File: src/rtl/tbid_pkg.sv
package tbid_pkg;

    localparam int unsigned NUM_W    = 24;
    localparam int unsigned NUM_LO_W = 16;
    localparam int unsigned NUM_HI_W = NUM_W - NUM_LO_W;
    localparam int unsigned ECR_W    = 8;
    localparam int unsigned BX_W     = 12;
    localparam int unsigned WORD_W   = 16;
    localparam int unsigned ADDR_W   = 3;
    localparam int unsigned LEG_W    = WORD_W - BX_W;
    localparam int unsigned MODE_W   = 2;

    typedef enum logic [ADDR_W-1:0] {
        A_NUM_LO = 3'd0,
        A_NUM_HI = 3'd1,
        A_BUNCH  = 3'd2,
        A_OFFSET = 3'd3,
        A_MODE   = 3'd4
    } reg_addr_e;

    typedef struct packed {
        logic wrap_full;
        logic roll_en;
    } mode_t;

    typedef struct packed {
        logic trig;
        logic ecr;
        logic bcr;
    } evt_t;

    typedef struct packed {
        logic              ld_lo;
        logic              ld_hi;
        logic              ld_bunch;
        logic [WORD_W-1:0] data;
    } host_ld_t;

    function automatic logic [BX_W:0] bx_period(input logic wrap_full,
                                                input int unsigned short_len);
        return wrap_full ? (BX_W+1)'(1 << BX_W) : (BX_W+1)'(short_len);
    endfunction

    function automatic logic [BX_W-1:0] bx_sub(input logic [BX_W-1:0] bx,
                                               input logic [BX_W-1:0] off,
                                               input logic [BX_W:0]   per);
        logic [BX_W:0] s;
        if (bx >= off) s = {1'b0, bx} - {1'b0, off};
        else           s = {1'b0, bx} + per - {1'b0, off};
        return s[BX_W-1:0];
    endfunction

endpackage

File: src/rtl/tbid_cfg.sv
module tbid_cfg
    import tbid_pkg::*;
(
    input  logic              clk,
    input  logic              rst,
    input  logic              run_mode,
    input  logic              wr_en,
    input  logic [ADDR_W-1:0] wr_addr,
    input  logic [WORD_W-1:0] wr_data,
    output host_ld_t          ld,
    output logic [BX_W-1:0]   offset,
    output mode_t             mode
);

    logic open_wr;

    assign open_wr     = wr_en && !run_mode;
    assign ld.ld_lo    = open_wr && (wr_addr == A_NUM_LO);
    assign ld.ld_hi    = open_wr && (wr_addr == A_NUM_HI);
    assign ld.ld_bunch = open_wr && (wr_addr == A_BUNCH);
    assign ld.data     = wr_data;

    always_ff @(posedge clk) begin
        if (rst) begin
            offset <= '0;
            mode   <= '0;
        end else if (wr_en) begin
            if (wr_addr == A_OFFSET)
                offset <= wr_data[BX_W-1:0];
            else if (wr_addr == A_BUNCH)
                offset[LEG_W-1:0] <= wr_data[WORD_W-1:BX_W];
            if (wr_addr == A_MODE)
                mode <= mode_t'(wr_data[MODE_W-1:0]);
        end
    end

endmodule

File: src/rtl/tbid_num_ctr.sv
module tbid_num_ctr
    import tbid_pkg::*;
(
    input  logic             clk,
    input  logic             rst,
    input  evt_t             evt,
    input  host_ld_t         ld,
    input  logic             roll_en,
    output logic [NUM_W-1:0] num,
    output logic [ECR_W-1:0] ecr_cnt
);

    logic             fresh;
    logic             fresh_n;
    logic             roll;
    logic [NUM_W-1:0] base_num;
    logic [NUM_W-1:0] num_n;
    logic [ECR_W-1:0] ecr_n;

    always_comb begin
        base_num = evt.ecr ? '1 : num;
        num_n    = evt.trig ? base_num + NUM_W'(1) : base_num;
        roll     = evt.trig && !evt.ecr && roll_en && !fresh && (&num);
        ecr_n    = ecr_cnt + ECR_W'(evt.ecr) + ECR_W'(roll);
        if (evt.trig)     fresh_n = 1'b0;
        else if (evt.ecr) fresh_n = 1'b1;
        else              fresh_n = fresh;
        if (ld.ld_lo) begin
            num_n[NUM_LO_W-1:0] = ld.data;
            fresh_n             = 1'b0;
        end
        if (ld.ld_hi) begin
            num_n[NUM_W-1:NUM_LO_W] = ld.data[NUM_HI_W-1:0];
            ecr_n                   = ld.data[WORD_W-1:NUM_HI_W];
            fresh_n                 = 1'b0;
        end
    end

    always_ff @(posedge clk) begin
        if (rst) begin
            num     <= '1;
            ecr_cnt <= '0;
            fresh   <= 1'b1;
        end else begin
            num     <= num_n;
            ecr_cnt <= ecr_n;
            fresh   <= fresh_n;
        end
    end

endmodule

File: src/rtl/tbid_bunch_ctr.sv
module tbid_bunch_ctr
    import tbid_pkg::*;
#(
    parameter int unsigned BX_SHORT = 3564
) (
    input  logic            clk,
    input  logic            rst,
    input  evt_t            evt,
    input  logic            wrap_full,
    input  logic [BX_W-1:0] offset,
    input  logic            ld_bunch,
    input  logic [BX_W-1:0] ld_data,
    output logic [BX_W-1:0] bcnt,
    output logic [BX_W-1:0] bunch_id
);

    logic [BX_W:0] period;
    logic [BX_W:0] last;

    assign period = bx_period(wrap_full, BX_SHORT);
    assign last   = period - 1'b1;

    always_ff @(posedge clk) begin
        if (rst) begin
            bcnt     <= '0;
            bunch_id <= '0;
        end else begin
            if (evt.bcr || ({1'b0, bcnt} >= last))
                bcnt <= '0;
            else
                bcnt <= bcnt + 1'b1;
            if (ld_bunch)
                bunch_id <= ld_data;
            else if (evt.trig)
                bunch_id <= bx_sub(bcnt, offset, period);
        end
    end

endmodule

File: src/rtl/tbid_top.sv
module tbid_top
    import tbid_pkg::*;
#(
    parameter int unsigned BX_SHORT = 3564
) (
    input  logic              clk,
    input  logic              rst,
    input  logic              run_mode,
    input  logic              trig_in,
    input  logic              ecr_in,
    input  logic              bcr_in,
    input  logic              wr_en,
    input  logic [ADDR_W-1:0] wr_addr,
    input  logic [WORD_W-1:0] wr_data,
    input  logic [ADDR_W-1:0] rd_addr,
    output logic [WORD_W-1:0] rd_data,
    output logic [NUM_W-1:0]  trig_num_o,
    output logic [ECR_W-1:0]  ecr_cnt_o,
    output logic [BX_W-1:0]   bunch_id_o
);

    evt_t             evt;
    host_ld_t         ld;
    mode_t            mode;
    logic [BX_W-1:0]  offset;
    logic [NUM_W-1:0] num;
    logic [ECR_W-1:0] ecr_cnt;
    logic [BX_W-1:0]  bcnt;
    logic [BX_W-1:0]  bunch_id;

    assign evt = '{trig: trig_in, ecr: ecr_in, bcr: bcr_in};

    tbid_cfg u_cfg (
        .clk      (clk),
        .rst      (rst),
        .run_mode (run_mode),
        .wr_en    (wr_en),
        .wr_addr  (wr_addr),
        .wr_data  (wr_data),
        .ld       (ld),
        .offset   (offset),
        .mode     (mode)
    );

    tbid_num_ctr u_num (
        .clk     (clk),
        .rst     (rst),
        .evt     (evt),
        .ld      (ld),
        .roll_en (mode.roll_en),
        .num     (num),
        .ecr_cnt (ecr_cnt)
    );

    tbid_bunch_ctr #(.BX_SHORT(BX_SHORT)) u_bx (
        .clk       (clk),
        .rst       (rst),
        .evt       (evt),
        .wrap_full (mode.wrap_full),
        .offset    (offset),
        .ld_bunch  (ld.ld_bunch),
        .ld_data   (ld.data[BX_W-1:0]),
        .bcnt      (bcnt),
        .bunch_id  (bunch_id)
    );

    always_comb begin
        case (rd_addr)
            A_NUM_LO: rd_data = num[NUM_LO_W-1:0];
            A_NUM_HI: rd_data = {ecr_cnt, num[NUM_W-1:NUM_LO_W]};
            A_BUNCH:  rd_data = {offset[LEG_W-1:0], bunch_id};
            A_OFFSET: rd_data = {{LEG_W{1'b0}}, offset};
            A_MODE:   rd_data = {{(WORD_W-MODE_W){1'b0}}, mode};
            default:  rd_data = '0;
        endcase
    end

    assign trig_num_o = num;
    assign ecr_cnt_o  = ecr_cnt;
    assign bunch_id_o = bunch_id;

endmodule

File: config.mk
export PLATFORM = sky130hd
export DESIGN_NAME = tbid_top
export DESIGN_NICKNAME = d
export VERILOG_FILES = /design/src/rtl/tbid_pkg.sv /design/src/rtl/tbid_cfg.sv /design/src/rtl/tbid_num_ctr.sv /design/src/rtl/tbid_bunch_ctr.sv /design/src/rtl/tbid_top.sv
export SDC_FILE = /design/constraint.sdc
export NUM_CORES = 1
export LEC_CHECK = 0
export BUFFER_PORTS_ARGS = -buffer_cell sky130_fd_sc_hd__buf_2
export CAP_MARGIN = 5
export CORE_MARGIN = 2
export CORE_UTILIZATION = 52
export CTS_CLUSTER_SIZE = 20
export DETAILED_ROUTE_END_ITERATION = 16
export PLACE_DENSITY = 0.76
export RECOVER_POWER = 50
export SYNTH_ARGS = -nofsm -noshare
export SYNTH_HDL_FRONTEND = slang
export SYNTH_SLANG_ARGS = --single-unit
File: constraint.sdc
create_clock -name clk -period 2.71 [get_ports clk]
set_input_delay 0.271 -clock clk [delete_from_list [all_inputs] [get_ports clk]]
set_output_delay 0.271 -clock clk [all_outputs]
set_load 0.1 [all_outputs]
Word-level counts from Yosys, hierarchy flattened
Index checks and enable logic that the tools add are counted.
- add/sub/neg operators: 8
- magnitude comparators: 2
- equality and inequality tests: 8
- muxes and demuxes: 16
- reduce and logical (&&, ||, !) cells: 22
- operators with widths (kind ; count):
    16-bit case mux with 5 select lines ; 1
    24-bit two-way mux ; 2
    12-bit two-way mux ; 3
    24-bit by 1-bit adder with 24-bit output (second input constant) ; 1
    24-bit AND reduction ; 1
    12-bit subtractor ; 2
    8-bit by 1-bit adder with 8-bit output ; 2
    16-bit two-way mux ; 1
    8-bit two-way mux ; 2
    12-bit by 13-bit >= comparator with 1-bit output ; 1
    13-bit two-way mux ; 1
    13-bit by 1-bit subtractor with 13-bit output (second input constant) ; 1
    12-bit by 1-bit adder with 12-bit output (second input constant) ; 1
    12-bit adder ; 1
    3-bit by 2-bit == test with 1-bit output (second input constant) ; 4
    12-bit >= comparator ; 1
    1-bit logical AND ; 8
    4-bit two-way mux ; 2
    3-bit by 1-bit == test with 1-bit output (second input constant) ; 2
    3-bit == test (second input constant) ; 2
    3-bit logical NOT ; 2
    2-bit AND reduction ; 3
    1-bit two-way mux ; 4
    2-bit nonzero test ; 2
    4 further kinds ; 6
- register bits after elaboration: 71
- input port bits: 29
- output and inout port bits: 60
- logic and storage cells: 65

Depth between registers and ports, before layout
Gate-level depths: netlist of the first run.
- depth after elaboration: 7
- gate-level depth with buffers: 12
- gate-level depth less buffers: 12

Hierarchy
Synthesis of the first run repeated with hierarchy kept, for this count alone.
- cells, all modules: 700
- area total of the unflattened synthesis: 5733.0 µm²
- by module, submodules not included (module ; instances ; cells an instance ; area an instance (µm²) ; seq. area each (µm²)):
    tbid_bunch_ctr ; 1 ; 312 ; 2438.6 ; 480.5
    tbid_num_ctr ; 1 ; 251 ; 2013.2 ; 660.6
    tbid_cfg ; 1 ; 82 ; 713.2 ; 280.3
    tbid_top ; 1 ; 55 ; 568.0 ; 0.0

Least setup slack after synthesis of the first run
Ideal clock, no wire load.
- path kind: register to output
- start: reg u_num.num[1]
- end: out rd_data[1]
- arrival time: 3.451 ns
- required time: 2.439 ns
- setup slack: -1.012 ns
- cell stages (with the launch flop): 5
- path buffers: 0
- cell sequence: dfxtp_1 mux2i_1 nor2_1 a21oi_1 o21ai_0
- cells in the longest elaborated chain, start to end: 1
- ends and longest elaborated chain (item ; line ; RTL):
    start: declaration ; tbid_num_ctr.sv:9 ; output logic [NUM_W-1:0] num,
    start signal: assignment ; tbid_num_ctr.sv:45 ; num <= num_n;
    16-bit case mux with 5 select lines ; tbid_top.sv:68 ; case (rd_addr)
    end: declaration ; tbid_top.sv:16 ; output logic [WORD_W-1:0] rd_data,
No other way between the ends.

Worst setup path in the final report of the first run
- start: reg u_cfg.offset[1]
- end: reg u_bx.bunch_id[9]
- cells in the longest elaborated chain, start to end: 4
- elaborated cells between the ends (all ways): 6
- those cells by class: add/sub: 2; order compare: 1; mux: 3
- ends and longest elaborated chain (item ; line ; RTL):
    start: declaration ; tbid_cfg.sv:11 ; output logic [BX_W-1:0] offset,
    start signal: assignment ; tbid_cfg.sv:29 ; offset <= wr_data[BX_W-1:0];
    start signal: indexed assignment ; tbid_cfg.sv:31 ; offset[LEG_W-1:0] <= wr_data[WORD_W-1:BX_W];
    12-bit subtractor (tied with other cells) ; tbid_pkg.sv:49 ; else s = {1'b0, bx} + per - {1'b0, off};
    12-bit two-way mux * ; tbid_pkg.sv:48 ; if (bx >= off) s = {1'b0, bx} - {1'b0, off};
    12-bit two-way mux * ; tbid_bunch_ctr.sv:34 ; else if (evt.trig)
    12-bit two-way mux * ; tbid_bunch_ctr.sv:32 ; if (ld_bunch)
    end signal: assignment ; tbid_bunch_ctr.sv:33 ; bunch_id <= ld_data;
    end signal: assignment ; tbid_bunch_ctr.sv:35 ; bunch_id <= bx_sub(bcnt, offset, period);
    end: declaration ; tbid_bunch_ctr.sv:14 ; output logic [BX_W-1:0] bunch_id
Mark *: on every way between the ends. The rest lies on a longest branch, timed or not. The select of a mux whose other input is x is not followed.
A chain may end at the register's enable or synchronous reset.

==> results of run 1 <==
[cell type report]
| class | count | share of cell area, % |
|---|---|---|
| clock buffers | 14 | 2.84 |
| multi-input cells | 548 | 59.7 |
| clock inverters | 2 | 0.542 |
| flip-flops and latches | 71 | 22.6 |
| well taps | 136 | 2.63 |
| inverters | 27 | 1.57 |
| repair buffers | 123 | 10.2 |
[path summary, 6_finish.rpt]
kind / end / slack [ns] / cells past startpoint
worst min-delay path: u_num.ecr_cnt[1] / 0.19 / 3
worst max register to register: u_bx.bunch_id[9] / 0.09 / 11
worst min register to register: u_cfg.offset[8] / 0.49 / 2
worst max-delay path: u_bx.bunch_id[9] / 0.09 / 11
[flip-flops by register name (all words and copies together) (netlist names)]
register	flops
u_bx.bcnt	12
u_bx.bunch_id	12
u_cfg.mode	2
u_cfg.offset	12
u_num.ecr_cnt	8
u_num.fresh	1
u_num.num	24
[where the power goes]
| part | switching [mW] | internal, mW | leakage (nW) |
|---|---|---|---|
| sequential | 0.102 | 1.12 | 0.578 |
| clock | 0.437 | 0.532 | 0.112 |
| combinational | 1.09 | 0.423 | 1.88 |
| total | 1.63 | 2.07 | 2.57 |
[Yosys cell counts, types with 14 or more instances]
cell	count	area, sq um
o21ai_0	31	155
xnor2_1	18	158
ha_1	28	350
inv_1	27	101
nand2_1	62	233
mux2i_1	19	190
nand3_1	23	115
a21oi_1	61	305
nor2b_1	14	87.6
clkbuf_1	26	97.6
dfxtp_1	71	1420
nor2_1	93	349
a211oi_1	21	158
xor2_1	22	193
[layer usage]
| layer | wire [microns] | GRT usage (%) |
|---|---|---|
| met5 | 0 | 0 |
| met1 | 7120 | 40.6 |
| met3 | 1540 | 5.50 |
| met2 | 8650 | 54.2 |
| met4 | 874 | 18.9 |
[through the flow]
stage               worst slack [ns]  hold WS [ns]  instance area [sq um]
floorplan                     -0.181         0.380                   5470
global placement            -0.00791         0.458                   6200
detailed placement           -0.0880         0.478                   6200
CTS                           0.0246         0.172                   6440
global route                 -0.0288         0.189                   6460
finish                        0.0923         0.187                   6460
[worst max-delay path, cell delays in order, from the launching register on]
cell       delay (ns)
dfxtp_1          0.36
inv_1            0.06
ha_1             0.35
ha_4             0.21
fa_2             0.40
a211oi_2         0.22
o21ai_1          0.10
o211ai_1         0.12
o2bb2ai_2        0.15
xor2_1           0.17
nor3_1           0.06
a311o_1          0.32
[repair_timing]
| action | in CTS | in global routing |
|---|---|---|
| resized for setup | 6 | 13 |
| pin swaps | 1 | 10 |
| buffers inserted | 0 | 2 |
| setup endpoints to repair | 4 | 6 |
[kinds of logic (layout without fill, tap and decap cells)]
kind of cell,after synthesis,after routing,synth area share (%)
xor gates and xnor gates,40,40,6.51
DFF,71,71,26.4
AOI/OAI and AO/OA,181,181,21.5
buffers and inverters,62,166,4.74
muxes,29,29,7.72
adders and majority gates,38,38,10.2
and+or+nand+nor,260,260,22.9
==> results.sh, run 1 <==
export IMPL_routedWlPerCell_microns=19.8
export IMPL_grt_pass1_wl_microns=28600
export IMPL_report_power_total_mw=3.70
export IMPL_ant_nets=0
export IMPL_ir_drop_mv=0.296
export IMPL_multiInputGateArea_sq_um=3860
export IMPL_ys_ff_latch=71
export IMPL_gp_congestion=0.952
export IMPL_firstDrtPassIters=7
export IMPL_seq_area_frac_synth_pct=26.4
export IMPL_synth_ff_type="dfxtp_1"
export IMPL_ys_types=61
export IMPL_cap_violations=0
export IMPL_stdcell_count=921
export IMPL_fin_tns_setup_ns=0
export IMPL_max_slew_margin_pct=19.7
export IMPL_cp_start_kind="flop"
export IMPL_finalHoldViolations=0
export IMPL_period_needed_ns=2.62
export IMPL_min_from="wr_data[9]"
export IMPL_fin_skew_ns=0.0188
export IMPL_grt_start_max_net_pins=28
export IMPL_final_cell_mix="89 x nor2_1, 62 x nand2_1, 61 x a21oi_1"
export IMPL_seqCellArea_sq_um=1460
export IMPL_wirelength_microns=18200
export IMPL_async_flop_share_pct=0
export IMPL_ctsRootBufferMaster="clkbuf_8"
export IMPL_worstSetupEndpointType="flop"
export IMPL_fillCellCount=911
export IMPL_yosysWarnings=0
export IMPL_die_area_sq_um=11200
export IMPL_synthesis_area_sq_um=5380
export IMPL_place_inst=903
export IMPL_ctsHoldBuffers=0
export IMPL_setup_viol=0
export IMPL_worstPathRequired_ns=2.97
export IMPL_critical_path_class="flop to flop"
export IMPL_vias=5745
export IMPL_slew_viol_final=0
export IMPL_hpwl_microns=13700
export IMPL_startpoint="u_cfg.offset[1]"
export IMPL_clockBufferDepth=2
export IMPL_cts_tree="yes"
export IMPL_grt_pass1_vias=5564
export IMPL_drt_iter0_markers=457
export IMPL_clk_pin_slew_ns=0.08
export IMPL_pwr_density_cell_nw_per_um2=573
export IMPL_reg2reg_from="u_cfg.offset[1]"
export IMPL_die_x_microns=106
export IMPL_htreeDepth=3
export IMPL_drc=0
export IMPL_insertion_delay_ns=0.38
export IMPL_synth_edf_count=0
export IMPL_syn_avg_cell_area_sq_um=7.90
export IMPL_overflow=0
export IMPL_hold_class="input pin to flop"
export IMPL_fmax_mhz=382
export IMPL_num_nets_final=847
export IMPL_areaGrowthSynthToFinish_pct=20.1
export IMPL_syn_nets=748
export IMPL_crit_fanout=3
export IMPL_leakage_nw=2.57
export IMPL_rsz0062_at_grt="yes"
export IMPL_cts_inserted_buffers=9
export IMPL_grt_antenna_before_repair=0
export IMPL_fin_util_pct=63.5
export IMPL_io_buffers=88
export IMPL_layout_commonest_cell="nor2_1"
export IMPL_core_area_sq_um=10200
export IMPL_worst_slew_pin_slew_ns=1.21
export IMPL_ios=89
export IMPL_die_height_microns=106
export IMPL_antenna_cells=0
export IMPL_drive_gt1_share_pct=20.8
export IMPL_cts_sinks=71
export IMPL_viasPerCell=6.24
export IMPL_crit_arrival_ns=2.88
export IMPL_syn_inst=681
export IMPL_row_count=37
export IMPL_grt_use_total_pct=32.9
export IMPL_outcome="complete, no violations"
export IMPL_fin_crit_sh_pct=96.6
export IMPL_start_util_pct=52.8
(Power assumes the default switching activity.)
==> run 2: changes to the inputs <==
--- a/config.mk
+++ b/config.mk
@@ -8,10 +8,10 @@
 export BUFFER_PORTS_ARGS = -buffer_cell sky130_fd_sc_hd__buf_2
 export CAP_MARGIN = 5
 export CORE_MARGIN = 2
-export CORE_UTILIZATION = 52
+export CORE_UTILIZATION = 40
 export CTS_CLUSTER_SIZE = 20
 export DETAILED_ROUTE_END_ITERATION = 16
-export PLACE_DENSITY = 0.76
+export PLACE_DENSITY = 0.61
 export RECOVER_POWER = 50
 export SYNTH_ARGS = -nofsm -noshare
 export SYNTH_HDL_FRONTEND = slang
==> run 2 against run 1 <==
  * Maximum frequency up 1.9%
  * First-iteration DRC count down 4.4%
  * Die area up 29%
  * Power up 8.9%
  * Critical endpoint unchanged
==> results.sh, run 2 (synthesis results as in run 1) <==
export IMPL_fin_skew_ns=0.00726
export IMPL_worstSetupEndpointType="flop"
export IMPL_gp_congestion=0.945
export IMPL_crit_fanout=2
export IMPL_grt_start_max_net_pins=29
export IMPL_drc=0
export IMPL_pwr_density_cell_nw_per_um2=615
export IMPL_grt_pass1_vias=5137
export IMPL_post_cts_repair_setup_buffers=0
export IMPL_cap_violations=0
export IMPL_critical_path_class="flop to flop"
export IMPL_grt_antenna_before_repair=0
export IMPL_path_buf_inv=2
export IMPL_cpMaxStageDelayCell="fa_1"
export IMPL_final_cell_mix="88 x nor2_1, 62 x nand2_1, 61 x a21oi_1"
export IMPL_fillCellCount=1318
export IMPL_areaGrowthSynthToFinish_pct=21.9
export IMPL_layout_commonest_cell="nor2_1"
export IMPL_num_nets_final=842
export IMPL_vias=5528
export IMPL_antenna_cells=0
export IMPL_worst_slew_pin_slew_ns=1.20
export IMPL_viasPerCell=5.78
export IMPL_place_inst=940
export IMPL_slew_viol_final=0
export IMPL_startpoint="u_bx.bcnt[2]"
export IMPL_ant_nets=0
export IMPL_overflow=0
export IMPL_routedWlPerCell_microns=19.3
export IMPL_path_cells="inv_1 > fa_1 > inv_1 > fa_2 > a211oi_2 > o21ai_1 > o211ai_1 > o2bb2ai_2 > xor2_1 > nor3_1 > a311o_1"
export IMPL_outcome="complete, no violations"
export IMPL_start_util_pct=40.8
export IMPL_setup_viol=0
export IMPL_stdcell_count=956
export IMPL_ios=89
export IMPL_cts_inserted_buffers=9
export IMPL_period_needed_ns=2.57
export IMPL_die_x_microns=120
export IMPL_path_delay_family="compound AO/OA/AOI/OAI gates"
export IMPL_grt_use_total_pct=26.2
export IMPL_path_common_cell="inv_1"
export IMPL_largest_register_ffs=24
export IMPL_hold_class="input pin to flop"
export IMPL_ir_drop_mv=0.242
export IMPL_fin_tns_setup_ns=0
export IMPL_regMostFlops="u_num.num"
export IMPL_drt_iter0_markers=437
export IMPL_htreeDepth=3
export IMPL_min_from="wr_data[8]"
export IMPL_fin_crit_sh_pct=94.8
export IMPL_core_area_sq_um=13200
export IMPL_clockBufferDepth=2
export IMPL_design_area_sq_um=6560
export IMPL_grt_pass1_wl_microns=28700
export IMPL_insertion_delay_ns=0.35
export IMPL_clk_pin_slew_ns=0.06
export IMPL_io_buffers=88
export IMPL_seqCellArea_sq_um=1460
export IMPL_worstPathRequired_ns=2.94
export IMPL_placed_cell_area_sq_um=6230
export IMPL_drive_gt1_share_pct=21.4
export IMPL_hpwl_microns=14300
export IMPL_die_area_sq_um=14400
export IMPL_fin_ws_ns=0.141
export IMPL_ctsRootBufferMaster="clkbuf_16"
export IMPL_cts_sinks=71
export IMPL_cp_start_kind="flop"
export IMPL_reg2reg_from="u_bx.bcnt[2]"
export IMPL_cts_tree="yes"
export IMPL_multiInputGateArea_sq_um=3820
export IMPL_leakage_nw=2.61
export IMPL_cpPeakStageDelay_ns=0.49
export IMPL_place_ws_ns=-0.0422
export IMPL_r2r_slack_ns=0.14
export IMPL_firstDrtPassIters=5
export IMPL_max_slew_margin_pct=20.5
export IMPL_fmax_mhz=389
export IMPL_crit_arrival_ns=2.80
export IMPL_die_height_microns=120
export IMPL_finalHoldViolations=0
export IMPL_wirelength_microns=18500
export IMPL_row_count=42
## run 2: path summary, 6_finish.rpt
| path | to | cells after the start |
|---|---|---|
| max reg2reg | u_bx.bunch_id[9] | 11 |
| max | u_bx.bunch_id[9] | 11 |
| min reg2reg | u_cfg.offset[6] | 2 |
| min | u_num.ecr_cnt[0] | 3 |
## run 2: tightest hold or removal path: stages
cell	delay, ns
buf_2	0.14
nand2_1	0.06
a21oi_1	0.05
## run 2: stage by stage
stage	hold WS, ns	util (%)	power, mW
detailed placement	0.472	47.2	2.72
global placement	0.463	47.2	2.71
floorplan	0.380	-	2.38
CTS	0.203	49.8	4.06
global route	0.223	49.7	4.20
finish	0.212	49.7	4.03
## run 2: metal layers
| layer | global-route usage [%] | routed length, microns | vias to the layer above |
|---|---|---|---|
| li1 | - | - | 2651 |
| met4 | 9.34 | 447 | 0 |
| met3 | 5.75 | 1200 | 42 |
| met2 | 45.0 | 9200 | 190 |
| met1 | 32.1 | 7640 | 2645 |
| met5 | 0 | 0 | - |
## run 2: report_power, final
| part | internal, mW | total (mW) | switching (mW) |
|---|---|---|---|
| combinational | 0.405 | 1.49 | 1.09 |
| sequential | 1.12 | 1.22 | 0.0976 |
| clock | 0.832 | 1.32 | 0.492 |
| total | 2.36 | 4.03 | 1.68 |
## run 2: layout make-up
| class | instances | share of cell area (%) |
|---|---|---|
| clock buffers | 11 | 3.70 |
| clock inverters | 5 | 1.24 |
| inverters | 27 | 1.54 |
| multi-input cells | 548 | 58.3 |
| flip-flops and latches | 71 | 22.3 |
| well taps | 176 | 3.36 |
| repair buffers | 118 | 9.63 |
## run 2: timing repair
action / 4_1_cts / 5_1_grt
setup endpoints to repair: 1 / 7
resized for setup: 3 / 13
hold buffers: 0 / 0
pin swaps: 0 / 8
==> run 3: changes to the inputs <==
--- a/config.mk
+++ b/config.mk
@@ -7,11 +7,10 @@
 export LEC_CHECK = 0
 export BUFFER_PORTS_ARGS = -buffer_cell sky130_fd_sc_hd__buf_2
 export CAP_MARGIN = 5
-export CORE_MARGIN = 2
 export CORE_UTILIZATION = 40
 export CTS_CLUSTER_SIZE = 20
 export DETAILED_ROUTE_END_ITERATION = 16
-export PLACE_DENSITY = 0.61
+export PLACE_DENSITY = 0.69
 export RECOVER_POWER = 50
 export SYNTH_ARGS = -nofsm -noshare
 export SYNTH_HDL_FRONTEND = slang
==> run 3 against run 2 <==
  * Design area decreased by 1.4%
  * Register-to-register slack hardly changed
  * Via count shrank 0.33%
  * Worst hold slack got worse by 0.0022 ns
==> results.sh, run 3 (synthesis results as in run 1) <==
export IMPL_outcome="complete, no violations"
export IMPL_htreeDepth=3
export IMPL_fmax_mhz=390
export IMPL_startpoint="u_bx.bcnt[2]"
export IMPL_setup_viol=0
export IMPL_busiest_layer="met2"
export IMPL_fin_util_pct=49.0
export IMPL_drive_gt1_share_pct=19.9
export IMPL_regMostFlops="u_num.num"
export IMPL_ant_nets=0
export IMPL_wirelength_microns=17300
export IMPL_cpMaxStageDelayCell="fa_1"
export IMPL_core_area_sq_um=13200
export IMPL_clockBufferDepth=2
export IMPL_cts_inserted_buffers=9
export IMPL_cts_sinks=71
export IMPL_firstDrtPassIters=5
export IMPL_period_needed_ns=2.57
export IMPL_worst_slew_pin_slew_ns=1.18
export IMPL_switching_power_mw=1.63
export IMPL_start_util_pct=40.8
export IMPL_ios=89
export IMPL_overflow=0
export IMPL_cpPeakStageDelay_ns=0.49
export IMPL_r2r_slack_ns=0.14
export IMPL_grt_antenna_before_repair=0
export IMPL_layout_commonest_cell="nor2_1"
export IMPL_drc=0
export IMPL_drt_iter0_markers=595
export IMPL_min_from="wr_data[9]"
export IMPL_use_met3_pct=4.41
export IMPL_vias=5510
export IMPL_fin_crit_sh_pct=94.7
export IMPL_die_x_microns=118
export IMPL_seqCellArea_sq_um=1460
export IMPL_io_buffers=88
export IMPL_switching_share_pct=43.4
export IMPL_critical_path_class="flop to flop"
export IMPL_fin_skew_ns=0.00894
export IMPL_routedWlPerCell_microns=18.1
export IMPL_multiInputGateArea_sq_um=3820
export IMPL_areaGrowthSynthToFinish_pct=20.2
export IMPL_insertion_delay_ns=0.35
export IMPL_finalHoldViolations=0
export IMPL_num_nets_final=840
export IMPL_use_met1_pct=31.5
export IMPL_stdcell_count=954
export IMPL_cap_violations=0
export IMPL_grt_start_max_net_pins=27
export IMPL_ctsRootBufferMaster="clkbuf_16"
export IMPL_fin_ws_ns=0.143
export IMPL_hpwl_microns=13300
export IMPL_rsz0062_at_grt="yes"
export IMPL_die_area_sq_um=13900
export IMPL_ctsHoldBuffers=0
export IMPL_grt_use_total_pct=25.2
export IMPL_die_height_microns=118
export IMPL_max_slew_margin_pct=22.0
export IMPL_slew_viol_final=0
export IMPL_viasPerCell=5.78
export IMPL_cp_start_kind="flop"
export IMPL_grt_pass1_wl_microns=27200
export IMPL_crit_arrival_ns=2.78
export IMPL_antenna_cells=0
export IMPL_fillCellCount=1311
export IMPL_p_comb_share_pct=39.0
export IMPL_crit_fanout=2
export IMPL_ir_drop_mv=0.260
export IMPL_worstSetupEndpointType="flop"
export IMPL_place_ws_ns=-0.0334
export IMPL_reg2reg_from="u_bx.bcnt[2]"
export IMPL_clk_pin_slew_ns=0.06
export IMPL_seq_power_share_pct=32.5
export IMPL_largest_register_ffs=24
export IMPL_report_power_total_mw=3.77
export IMPL_cts_tree="yes"
export IMPL_final_cell_mix="88 x nor2_1, 62 x nand2_1, 61 x a21oi_1"
export IMPL_pwr_density_cell_nw_per_um2=582
export IMPL_p_int_mw=2.13
export IMPL_gp_congestion=0.990
export IMPL_row_count=42
export IMPL_place_inst=937
export IMPL_p_clk_share_pct=28.5
export IMPL_grt_pass1_vias=5105
export IMPL_fin_tns_setup_ns=0
export IMPL_path_cells="inv_1 > fa_1 > inv_1 > ha_1 > a211oi_2 > o21ai_1 > a211oi_2 > o31ai_1 > xor2_1 > mux2i_1 > o22ai_1"
export IMPL_leakage_nw=2.56
export IMPL_worstPathRequired_ns=2.93
export IMPL_hold_class="input pin to flop"
export IMPL_use_met2_pct=41.9
## run 3: cell count changes in the layout (fill, tap and decap cells not counted), moves of 2 or more
| cell | previous run | this run |
|---|---|---|
| clkbuf_1 | 38 | 44 |
| buf_2 | 51 | 47 |
| buf_4 | 29 | 26 |
| bufinv_16 | 2 | 0 |
| clkinv_1 | 0 | 2 |
## run 3: path summary, 6_finish.rpt
check | cells past startpoint | endpoint
max | 11 | u_bx.bunch_id[10]
min | 3 | u_cfg.offset[9]
max reg2reg | 11 | u_bx.bunch_id[10]
min reg2reg | 2 | u_cfg.offset[5]
## run 3: per-stage QoR
step	hold WS, ns	instance area [sq um]
2_1_floorplan	0.380	5470
3_3_place_gp	0.460	6200
3_5_place_dp	0.467	6200
4_1_cts	0.208	6470
5_1_grt	0.229	6470
6_report	0.210	6470
## run 3: worst max-delay path, delay by kind of cell, from the launching register on
kind	cells	cell delay [ns]
muxes	1	0.15
DFF	1	0.32
adders and majority gates	2	0.82
AOI/OAI and AO/OA	5	0.88
xor gates and xnor gates	1	0.15
buffers and inverters	2	0.12
## run 3: what timing repair did
action                                  4_1_cts  5_1_grt
resized for setup                             2       12
setup buffers                                 0        1
endpoints found under the setup margin        3        8
pin swaps                                     0        7
## run 3: layout make-up
class	count	area share, %
clock buffers	11	3.60
well taps	176	3.41
clock inverters	5	0.387
inverters	27	1.57
repair buffers	116	9.40
multi-input cells	548	59.1
flip-flops and latches	71	22.6
## run 3: power by group through the flow
| stage | clock network [mW] | registers, mW | logic [mW] |
|---|---|---|---|
| after floorplan | 0 | 1.65 | 0.731 |
| after CTS | 1.09 | 1.22 | 1.46 |
| after global placement | 0 | 1.24 | 1.45 |
| after detailed placement | 0 | 1.24 | 1.46 |
| after global routing | 1.13 | 1.23 | 1.55 |
| final | 1.07 | 1.23 | 1.47 |
## run 3: metal layers
| metal | vias up | share of wire [%] |
|---|---|---|
| met4 | 0 | 3.8 |
| li1 | 2643 | - |
| met2 | 246 | 48 |
| met5 | - | 0 |
| met3 | 55 | 6.5 |
| met1 | 2566 | 42 |
